$ cat src/rtl/act_mon_pkg.sv
`timescale 1ns/1ps
package act_mon_pkg;
    // register word addresses
    localparam logic [3:0] A_CTRL    = 4'd0;
    localparam logic [3:0] A_PERIOD  = 4'd1;
    localparam logic [3:0] A_HI_WM   = 4'd2;
    localparam logic [3:0] A_LO_WM   = 4'd3;
    localparam logic [3:0] A_PRELOAD = 4'd4;
    localparam logic [3:0] A_AVG_HI  = 4'd5;
    localparam logic [3:0] A_AVG_LO  = 4'd6;
    localparam logic [3:0] A_WEIGHT  = 4'd7;
    localparam logic [3:0] A_COUNT   = 4'd8;
    localparam logic [3:0] A_AVG     = 4'd9;
    localparam logic [3:0] A_STATUS  = 4'd10;
    localparam logic [3:0] A_GLOBAL  = 4'd11;

    // control bit positions
    localparam int C_RUN    = 31;
    localparam int C_HI_EN  = 30;
    localparam int C_LO_EN  = 29;
    localparam int C_HI_N   = 26;   // 3-bit field base
    localparam int C_LO_N   = 23;   // 3-bit field base
    localparam int C_AHI_EN = 21;
    localparam int C_ALO_EN = 20;
    localparam int C_PERIOD = 18;
    localparam int C_K      = 10;   // 3-bit field base

    // status bit positions in the bus word
    localparam int S_HI  = 31;
    localparam int S_LO  = 30;
    localparam int S_ALO = 25;
    localparam int S_AHI = 24;

    // packed index inside the 4-bit internal status vector
    localparam int I_HI  = 3;
    localparam int I_LO  = 2;
    localparam int I_ALO = 1;
    localparam int I_AHI = 0;
endpackage

$ cat src/rtl/act_mon_timer.sv
`timescale 1ns/1ps
module act_mon_timer #(
    parameter int PW = 16
) (
    input  logic          clk,
    input  logic          rst_n,
    input  logic          run_i,
    input  logic [PW-1:0] limit_i,
    output logic          tick_o
);
    logic [PW-1:0] cnt_d, cnt_q;

    assign tick_o = run_i && (cnt_q == limit_i);

    always_comb begin
        cnt_d = cnt_q + 1'b1;
        if (!run_i || tick_o) begin
            cnt_d = '0;
        end
    end

    always_ff @(posedge clk or negedge rst_n) begin
        if (!rst_n) cnt_q <= '0;
        else        cnt_q <= cnt_d;
    end
endmodule

$ cat src/rtl/act_mon_accum.sv
`timescale 1ns/1ps
module act_mon_accum #(
    parameter int DW = 32
) (
    input  logic          clk,
    input  logic          rst_n,
    input  logic          run_i,
    input  logic          tick_i,
    input  logic          event_i,
    input  logic [DW-1:0] weight_i,
    output logic [DW-1:0] sample_o
);
    logic [DW-1:0] acc_d, acc_q;

    // total including the event of the current cycle
    assign sample_o = acc_q + (event_i ? weight_i : '0);

    always_comb begin
        acc_d = sample_o;
        if (!run_i || tick_i) begin
            acc_d = '0;
        end
    end

    always_ff @(posedge clk or negedge rst_n) begin
        if (!rst_n) acc_q <= '0;
        else        acc_q <= acc_d;
    end
endmodule

$ cat src/rtl/act_mon_iir.sv
`timescale 1ns/1ps
module act_mon_iir #(
    parameter int DW = 32,
    parameter int KW = 3
) (
    input  logic [DW-1:0] avg_i,
    input  logic [DW-1:0] sample_i,
    input  logic [KW-1:0] k_i,
    output logic [DW-1:0] avg_o
);
    localparam int XW = DW + 2;

    logic signed [XW-1:0] diff;
    logic signed [XW-1:0] step;
    logic signed [XW-1:0] sum;

    always_comb begin
        diff = $signed({2'b00, sample_i}) - $signed({2'b00, avg_i});
        step = diff >>> ({1'b0, k_i} + 1'b1);
        sum  = $signed({2'b00, avg_i}) + step;
        // the result lies between avg and sample; the clamp only guards range
        if (sum[XW-1])      avg_o = '0;
        else if (sum[DW])   avg_o = '1;
        else                avg_o = sum[DW-1:0];
    end
endmodule

$ cat src/rtl/act_mon_streak.sv
`timescale 1ns/1ps
module act_mon_streak #(
    parameter int NW = 3
) (
    input  logic          clk,
    input  logic          rst_n,
    input  logic          run_i,
    input  logic          tick_i,
    input  logic          cond_i,
    input  logic [NW-1:0] need_m1_i,
    output logic          hit_o
);
    localparam int RW = NW + 1;
    localparam logic [RW-1:0] RMAX = RW'(2 ** NW);

    logic [RW-1:0] run_d, run_q;

    assign hit_o = tick_i && cond_i && (run_q >= {1'b0, need_m1_i});

    always_comb begin
        run_d = run_q;
        if (!run_i) begin
            run_d = '0;
        end else if (tick_i) begin
            if (!cond_i)            run_d = '0;
            else if (run_q != RMAX) run_d = run_q + 1'b1;
        end
    end

    always_ff @(posedge clk or negedge rst_n) begin
        if (!rst_n) run_q <= '0;
        else        run_q <= run_d;
    end
endmodule

$ cat src/rtl/act_mon.sv
`timescale 1ns/1ps
module act_mon
    import act_mon_pkg::*;
#(
    parameter int          DW         = 32,
    parameter int          PW         = 16,
    parameter int          NW         = 3,
    parameter int          KW         = 3,
    parameter int          PERIOD_RST = 16,
    parameter logic [31:0] WEIGHT_RST = 32'h200,
    parameter int          GLB_BIT    = 26
) (
    input  logic        clk,
    input  logic        rst_n,
    input  logic        event_i,
    input  logic        bus_wr_i,
    input  logic [3:0]  bus_addr_i,
    input  logic [31:0] bus_wdata_i,
    output logic [31:0] bus_rdata_o,
    output logic        irq_o,
    output logic [31:0] glb_status_o
);
    localparam logic [PW-1:0] PERIOD_INIT = PW'(PERIOD_RST - 1);

    typedef struct packed {
        logic [31:0]   ctrl;
        logic [PW-1:0] period;
        logic [DW-1:0] hi_wm;
        logic [DW-1:0] lo_wm;
        logic [DW-1:0] avg_hi;
        logic [DW-1:0] avg_lo;
        logic [DW-1:0] weight;
        logic [DW-1:0] count;
        logic [DW-1:0] avg;
        logic [3:0]    stat;
    } mon_state_t;

    mon_state_t st_d, st_q;

    logic          running, tick;
    logic [DW-1:0] sample, avg_nx;
    logic          hi_hit, lo_hit;
    logic          init_wr, stat_wr;
    logic [3:0]    set_v, clr_v, en_v;

    assign running = st_q.ctrl[C_RUN] && st_q.ctrl[C_PERIOD];
    assign init_wr = bus_wr_i && (bus_addr_i == A_PRELOAD);
    assign stat_wr = bus_wr_i && (bus_addr_i == A_STATUS);

    act_mon_timer #(.PW(PW)) u_timer (
        .clk     (clk),
        .rst_n   (rst_n),
        .run_i   (running),
        .limit_i (st_q.period),
        .tick_o  (tick)
    );

    act_mon_accum #(.DW(DW)) u_accum (
        .clk      (clk),
        .rst_n    (rst_n),
        .run_i    (running),
        .tick_i   (tick),
        .event_i  (event_i),
        .weight_i (st_q.weight),
        .sample_o (sample)
    );

    act_mon_iir #(.DW(DW), .KW(KW)) u_iir (
        .avg_i    (st_q.avg),
        .sample_i (sample),
        .k_i      (st_q.ctrl[C_K +: KW]),
        .avg_o    (avg_nx)
    );

    // high and low raw-count streak detectors share one structure
    for (genvar g = 0; g < 2; g++) begin : g_streak
        logic cond;
        logic hit;
        assign cond = (g == 0) ? (sample > st_q.hi_wm) : (sample < st_q.lo_wm);
        act_mon_streak #(.NW(NW)) u_streak (
            .clk       (clk),
            .rst_n     (rst_n),
            .run_i     (running),
            .tick_i    (tick),
            .cond_i    (cond),
            .need_m1_i ((g == 0) ? st_q.ctrl[C_HI_N +: NW] : st_q.ctrl[C_LO_N +: NW]),
            .hit_o     (hit)
        );
    end
    assign hi_hit = g_streak[0].hit;
    assign lo_hit = g_streak[1].hit;

    assign en_v[I_HI]  = st_q.ctrl[C_HI_EN];
    assign en_v[I_LO]  = st_q.ctrl[C_LO_EN];
    assign en_v[I_ALO] = st_q.ctrl[C_ALO_EN];
    assign en_v[I_AHI] = st_q.ctrl[C_AHI_EN];

    assign clr_v = stat_wr ? {bus_wdata_i[S_HI], bus_wdata_i[S_LO],
                              bus_wdata_i[S_ALO], bus_wdata_i[S_AHI]} : 4'b0000;

    always_comb begin
        set_v        = 4'b0000;
        set_v[I_HI]  = hi_hit;
        set_v[I_LO]  = lo_hit;
        set_v[I_ALO] = tick && (avg_nx < st_q.avg_lo);
        set_v[I_AHI] = tick && (avg_nx > st_q.avg_hi);
        set_v        = set_v & en_v;
    end

    always_comb begin
        st_d = st_q;
        if (bus_wr_i) begin
            case (bus_addr_i)
                A_CTRL:    st_d.ctrl   = bus_wdata_i;
                A_PERIOD:  st_d.period = bus_wdata_i[PW-1:0];
                A_HI_WM:   st_d.hi_wm  = bus_wdata_i[DW-1:0];
                A_LO_WM:   st_d.lo_wm  = bus_wdata_i[DW-1:0];
                A_AVG_HI:  st_d.avg_hi = bus_wdata_i[DW-1:0];
                A_AVG_LO:  st_d.avg_lo = bus_wdata_i[DW-1:0];
                A_WEIGHT:  st_d.weight = bus_wdata_i[DW-1:0];
                default: ;
            endcase
        end
        if (tick) begin
            st_d.count = sample;
            st_d.avg   = avg_nx;
        end
        if (init_wr) begin
            st_d.avg = bus_wdata_i[DW-1:0];
        end
        st_d.stat = (st_q.stat & ~clr_v) | set_v;
    end

    always_ff @(posedge clk or negedge rst_n) begin
        if (!rst_n) begin
            st_q        <= '0;
            st_q.period <= PERIOD_INIT;
            st_q.weight <= WEIGHT_RST[DW-1:0];
        end else begin
            st_q <= st_d;
        end
    end

    assign irq_o = |(st_q.stat & en_v);

    always_comb begin
        glb_status_o          = '0;
        glb_status_o[GLB_BIT] = |st_q.stat;
    end

    always_comb begin
        bus_rdata_o = '0;
        case (bus_addr_i)
            A_CTRL:    bus_rdata_o = st_q.ctrl;
            A_PERIOD:  bus_rdata_o[PW-1:0] = st_q.period;
            A_HI_WM:   bus_rdata_o[DW-1:0] = st_q.hi_wm;
            A_LO_WM:   bus_rdata_o[DW-1:0] = st_q.lo_wm;
            A_PRELOAD: bus_rdata_o[DW-1:0] = st_q.avg;
            A_AVG_HI:  bus_rdata_o[DW-1:0] = st_q.avg_hi;
            A_AVG_LO:  bus_rdata_o[DW-1:0] = st_q.avg_lo;
            A_WEIGHT:  bus_rdata_o[DW-1:0] = st_q.weight;
            A_COUNT:   bus_rdata_o[DW-1:0] = st_q.count;
            A_AVG:     bus_rdata_o[DW-1:0] = st_q.avg;
            A_STATUS: begin
                bus_rdata_o[S_HI]  = st_q.stat[I_HI];
                bus_rdata_o[S_LO]  = st_q.stat[I_LO];
                bus_rdata_o[S_ALO] = st_q.stat[I_ALO];
                bus_rdata_o[S_AHI] = st_q.stat[I_AHI];
            end
            A_GLOBAL:  bus_rdata_o = glb_status_o;
            default: ;
        endcase
    end
endmodule

$ cat config.mk
export PLATFORM = sky130hd
export DESIGN_NAME = act_mon
export DESIGN_NICKNAME = d
export VERILOG_FILES = /design/src/rtl/act_mon_pkg.sv /design/src/rtl/act_mon_timer.sv /design/src/rtl/act_mon_accum.sv /design/src/rtl/act_mon_iir.sv /design/src/rtl/act_mon_streak.sv /design/src/rtl/act_mon.sv
export SDC_FILE = /design/constraint.sdc
export NUM_CORES = 1
export LEC_CHECK = 0
export BUFFER_PORTS_ARGS = -buffer_cell sky130_fd_sc_hd__buf_2
export CORE_MARGIN = 1
export CORE_UTILIZATION = 57
export DETAILED_ROUTE_END_ITERATION = 16
export PLACE_DENSITY = 0.77
export SLEW_MARGIN = 20
export SYNTH_ARGS = -nofsm -noshare
export SYNTH_HDL_FRONTEND = slang
export SYNTH_SLANG_ARGS = --single-unit
$ cat constraint.sdc
create_clock -name clk -period 8.9 [get_ports clk]
set_input_delay 1.78 -clock clk [delete_from_list [all_inputs] [get_ports clk]]
set_output_delay 1.78 -clock clk [all_outputs]
set_load 0.02 [all_outputs]
==> flow_summary.toml, run 1 <==
[run_status]
run_status = "finished with violations"
violations = "setup timing"

[sta]
rsz0062_at_grt = "yes"
finalHoldViolCount = 0
fmax_mhz = 93.5
tightest_slew_ps = 1080
finalMaxSlewViolations = 0
fin_crit_sh = 1.20
fin_crit_ps = 10700
setup_viol = 34
fin_ws_ps = -1800
slew_headroom = 0.281
fin_skew_ps = 26.2

[clocking]
htreeDepth = 2
clk_path_buf_depth = 3
cts_root_buffer = "clkbuf_16"
cts_tree = "done"
clkSlewWorstSetupHoldPaths_ps = 60
cts_buffers = 37
clkSinkCount = 332
ctsHoldBuffers = 0
clkLatencyLatePin_ps = 580

[die]
die_area_um2 = 44800
die_h_um = 212
start_util = 0.579
rows = 76
die_w_um = 212
core-area_um2 = 43300
pin_count = 105

[yosys]
muxShareOfSynthArea = 0.126
synthCells = 2711
synthSimpleGateAreaFrac = 0.127
yosysTopAreaCell = "dfrtp_1"
synth_flop_cell = "dfrtp_1"
ys_ff_latch = 332
synth_xor_area_frac = 0.0401
synth_top_family_by_area = "compound AO/OA/AOI/OAI gates"
synth-edff-count = 0
synth_compound_area_frac = 0.192
yosysSeqAreaShare = 0.332
yosys-top-cells-count = "dfrtp_1 (327), inv_1 (234), ha_1 (233), mux2_2 (223), nand2_1 (201)"
syn_area_um2 = 25100
avgSynthCellArea_um2 = 9.25
yosys_warnings = 0
synth.area.top_cells = "dfrtp_1 (33%), ha_1 (12%), mux2_2 (10%), inv_1 (3.5%), a21oi_1 (3.2%)"
synthAdderAreaFrac = 0.119
yosysTopAreaCellShare = 0.326
ys_types = 92
synth.most_common_cell = "dfrtp_1"
async_reset_ff_frac = 1.00

[routing]
m1WireLength_um = 36700
routed.top_layer = "met4"
ant_nets = 0
firstDrtPassIters = 6
dr_wl_met3_um = 7500
drt_iter0_drc = 2629
drc = 0
wire_per_inst_um = 25.3
drt-total-wl_um = 97700
wl_met2_um = 44500
dr_total_vias = 24700
viasPerCell = 6.40

[final_layout]
fin_util = 0.754
seqCellArea_um2 = 8310
area_growth_pct = 30.1
drive_gt1_frac = 0.350
multiInputGateArea_um2 = 16600
nets = 3523
fillers = 3035

[setup_path]
cp-end-kind = "flip-flop"
cp-start-kind = "input port"
reg2reg_depth = 51
required_ps = 9330
r2r_slack_ps = -910
arrival_ps = 11130
critPathMaxFanout = 7
rr_endpoint = "st_q[0]$_DFF_PN0_"
r2r_start = "st_q[68]$_DFFE_PN0P_"
crit_type = "in2reg"
worstSetupEndpoint = "st_q[0]$_DFF_PN0_"
slowest_stage = "mux4_2"
crit_start = "event_i"
max_stage_delay_ps = 550

[global_route]
overflow = 0
grt_max_degree = 154
antenna_found_initial = 1
grt_use_total = 0.426
grt_pass1_wl_um = 144000
first_global_vias = 24800

[placement]
port-buffer-count = 73
gp_congestion = 1.03
pre_cts_ws_ps = -2800
hpwl_um = 70900

[job]
cap_violations = 0

[min_path]
hold_class = "reg2reg"
hold_depth = 2
[logic make-up after synthesis]
kind of cell | count (synthesis)
muxes | 282
AOI/OAI and AO/OA | 704
buffers and inverters | 384
adders and majority gates | 236
and+or+nand+nor | 658
DFF | 332
xor gates and xnor gates | 114
other | 1
[worst max-delay path, delay by kind of cell]
family / cells / cell delay, ps
muxes: 2 / 850
and+or+nand+nor: 8 / 1010
adders and majority gates: 5 / 1390
AOI/OAI and AO/OA: 23 / 4350
buffers and inverters: 13 / 1500
xor gates and xnor gates: 1 / 230
[final cells by class]
| cell class | instances | area share |
|---|---|---|
| antenna | 2 | 0.000153 |
| clock buffer | 48 | 0.0315 |
| clock inverter | 19 | 0.00951 |
| inverter | 234 | 0.0269 |
| multi-input combinational | 2025 | 0.510 |
| sequential | 332 | 0.255 |
| tap | 585 | 0.0224 |
| timing repair buffer | 617 | 0.145 |
[state kept, by name, indices dropped and copies added (netlist names)]
register	count
en_v	4
g_streak.u_streak.run_q	8
st_q	272
u_accum.acc_q	32
u_timer.cnt_q	16
[worst min path at each step]
| stage | from | endpoint | slack (ps) |
|---|---|---|---|
| 6_report | st_q[53]$_DFFE_PN0P_ | st_q[53]$_DFFE_PN0P_ | 480 |
| 5_1_grt | st_q[65]$_DFFE_PN0P_ | st_q[65]$_DFFE_PN0P_ | 500 |
| 4_1_cts | st_q[53]$_DFFE_PN0P_ | st_q[53]$_DFFE_PN0P_ | 480 |
| 3_5_place_dp | st_q[53]$_DFFE_PN0P_ | st_q[53]$_DFFE_PN0P_ | 470 |
| 3_3_place_gp | st_q[49]$_DFFE_PN0P_ | st_q[49]$_DFFE_PN0P_ | 460 |
| 2_1_floorplan | st_q[49]$_DFFE_PN0P_ | st_q[49]$_DFFE_PN0P_ | 450 |
[placed cells by master (no fill, tap or decap), types with 11 or more instances in the layout]
master / n
a222oi_1: 12
nor2_2: 12
xor2_2: 11
nor2_1: 135
a211oi_1: 16
a21o_1: 76
a21oi_4: 17
and2_1: 39
and3_1: 13
a22oi_1: 66
nand3_1: 36
buf_4: 499
o21a_1: 25
a22o_1: 20
nor2b_1: 32
conb_1: 31
ha_1: 209
xnor2_1: 45
o211ai_1: 18
buf_6: 37
o21ai_1: 41
nand2b_1: 23
buf_2: 71
o21ai_0: 100
a21oi_1: 131
a221oi_1: 22
nor3_1: 24
dfrtp_1: 327
inv_1: 224
clkbuf_16: 37
mux2_2: 223
nand2_1: 197
nand4_1: 63
ha_4: 22
mux2i_1: 48
xor2_1: 52
a21oi_2: 31
[stage by stage]
stage	instances	setup TNS [ps]	hold slack [ps]	cell area, um2
4_1_cts	3833	-8230	479	31700
2_1_floorplan	2741	-2700	447	25300
6_report	3862	-18280	479	32600
3_3_place_gp	3725	-39560	461	29300
5_1_grt	3861	-26140	505	32600
3_5_place_dp	3725	-44010	465	29300
[per-layer routing]
metal / vias up / GRT usage
met5: - / 0
met4: 0 / 0.346
met3: 440 / 0.0727
met2: 1396 / 0.682
met1: 12100 / 0.505
li1: 10800 / -
[repair_timing]
item                                    CTS  global route
pin swaps                                58            95
setup buffers                            37            31
cloned                                    4             0
endpoints found under the setup margin   34            34
resized for setup                       134           139
Power of run 1 is left out: the tool's default activity adds up to more than one toggle a clock period on the data nets, which glitch-free logic cannot reach.
==> run 2: changes to the inputs <==
- CORE_ASPECT_RATIO: default -> 1.75
==> run 2 against run 1 <==
The flow still finishes with violations (setup timing). Register-to-register slack hardly changed. Utilization is 0.25 points lower. Die area hardly changed. Maximum frequency is 0.20% lower. Sequential share of layout area hardly changed. Wire length is 3.2% lower. First-iteration DRC count is 21% lower. Non-clock buffer count is 4 higher. Clock-buffer cell count is 13 lower. Setup slack worse by 22 ps. Critical path type unchanged.
==> flow_summary.toml, run 2 (same netlist as run 1, synthesis figures left out) <==
[run_status]
run_status = "finished with violations"
violations = "setup timing"

[final_layout]
nets = 3520
layout_common_cells = "buf_4 (495), dfrtp_1 (327), mux2_2 (221), inv_1 (220), ha_1 (197)"
largest-register = "st_q"
fin_area_um2 = 32600
top_regs = "st_q (272), u_accum.acc_q (32), u_timer.cnt_q (16)"
stdcell_count = 3835
area_growth_pct = 29.9
largest_reg_flops = 272
drive_gt1_frac = 0.359
fillers = 3092
layout_commonest_cell = "buf_4"

[placement]
port-buffer-count = 73
hpwl_um = 70700
gp_congestion = 1.06
post_dp_cell_area_um2 = 29300
dp.cells = 3695

[die]
die_h_um = 279
pin_count = 105
die_w_um = 161
core-area_um2 = 43300
rows = 101
die_area_um2 = 44900
start_util = 0.578

[sta]
finalHoldViolCount = 0
fmax_mhz = 93.3
whs_ps = 488
fin_crit_ps = 10720
slew_headroom = 0.251
tightest_slew_ps = 1110
finalMaxSlewViolations = 0
rsz0062_at_grt = "yes"
setup_viol = 33
fin_crit_sh = 1.20
fin_ws_ps = -1820
fin_skew_ps = 49.0

[global_route]
grt_pass1_wl_um = 141000
overflow = 0
met3_usage = 0.0497
grtUsageMet1 = 0.482
top_usage_layer = "met2"
grt_use_total = 0.413
grt_max_degree = 142
first_global_vias = 24500
antenna_found_initial = 1
use_met2 = 0.703

[setup_path]
arrival_ps = 11180
slowest_stage = "or3_4"
cp-start-kind = "input port"
required_ps = 9360
cp-end-kind = "flip-flop"
worst-path-buf-inv = 12
crit_type = "in2reg"
critPathMaxFanout = 7
max_stage_delay_ps = 370
path_delay_family = "compound AO/OA/AOI/OAI gates"

[clocking]
clkLatencyLatePin_ps = 620
clk_path_buf_depth = 3
htreeDepth = 1
clkSlewWorstSetupHoldPaths_ps = 80
cts_tree = "done"
cts_root_buffer = "clkbuf_16"
clkSinkCount = 332
cts_buffers = 30

[job]
cap_violations = 0

[routing]
viasPerCell = 6.25
ant_nets = 0
drc = 0
firstDrtPassIters = 6
dr_total_vias = 24000
wire_per_inst_um = 24.7
drt-total-wl_um = 94600
drt_iter0_drc = 2066

[min_path]
hold_class = "reg2reg"
## run 2: path summary, 6_finish.rpt
check	from	to	slack, ps	cells past startpoint
setup / recovery	event_i	st_q[0]$_DFF_PN0_	-1820	51
hold / removal	st_q[55]$_DFFE_PN0P_	st_q[55]$_DFFE_PN0P_	490	2
setup reg to reg	st_q[68]$_DFFE_PN0P_	st_q[0]$_DFF_PN0_	-920	54
hold reg to reg	st_q[55]$_DFFE_PN0P_	st_q[55]$_DFFE_PN0P_	490	2
max in group asynchronous	rst_n	st_q[36]$_DFFE_PN0P_	5900	3
min in group asynchronous	rst_n	g_streak[1].u_streak.run_q[1]$_DFFE_PN0P_	1150	1
## run 2: what timing repair did
| item | in CTS | in global routing |
|---|---|---|
| setup endpoints to repair | 34 | 34 |
| buffers inserted | 54 | 30 |
| gates resized for setup | 221 | 120 |
| hold buffers | 0 | 0 |
| gates cloned | 2 | 0 |
| pin swaps | 95 | 68 |
## run 2: per-stage QoR
step	setup WS, ps	util	setup TNS, ps
floorplan	-1660	-	-2700
global placement	-3200	0.675	-54290
detailed placement	-3300	0.675	-56640
CTS	-1600	0.734	-7550
global route	-2150	0.752	-25940
finish	-1820	0.752	-16600
## run 2: layer usage
metal / vias up / share of wire
li1: 10800 / -
met1: 11800 / 0.37
met2: 1098 / 0.49
met3: 307 / 0.067
met4: 0 / 0.077
met5: - / 0
## run 2: cell type report
type	count	area (um2)	area share
flip-flops and latches	332	8310	0.255
diodes	1	2.50	0.0000768
well taps	566	708	0.0217
clock buffers	35	820	0.0252
multi-input cells	2025	16800	0.516
inverters	234	878	0.0270
repair buffers	621	4840	0.149
clock inverters	21	195	0.00599
## run 2: worst register-to-register path: cells and delay by family, from the launching register on
kind / cells / cell delay [ps]
DFF: 1 / 400
and+or+nand+nor: 7 / 1000
muxes: 4 / 570
adders and majority gates: 5 / 1190
xor gates and xnor gates: 2 / 350
buffers and inverters: 10 / 1350
AOI/OAI and AO/OA: 26 / 4780
Power of run 2 is left out for the same reason.
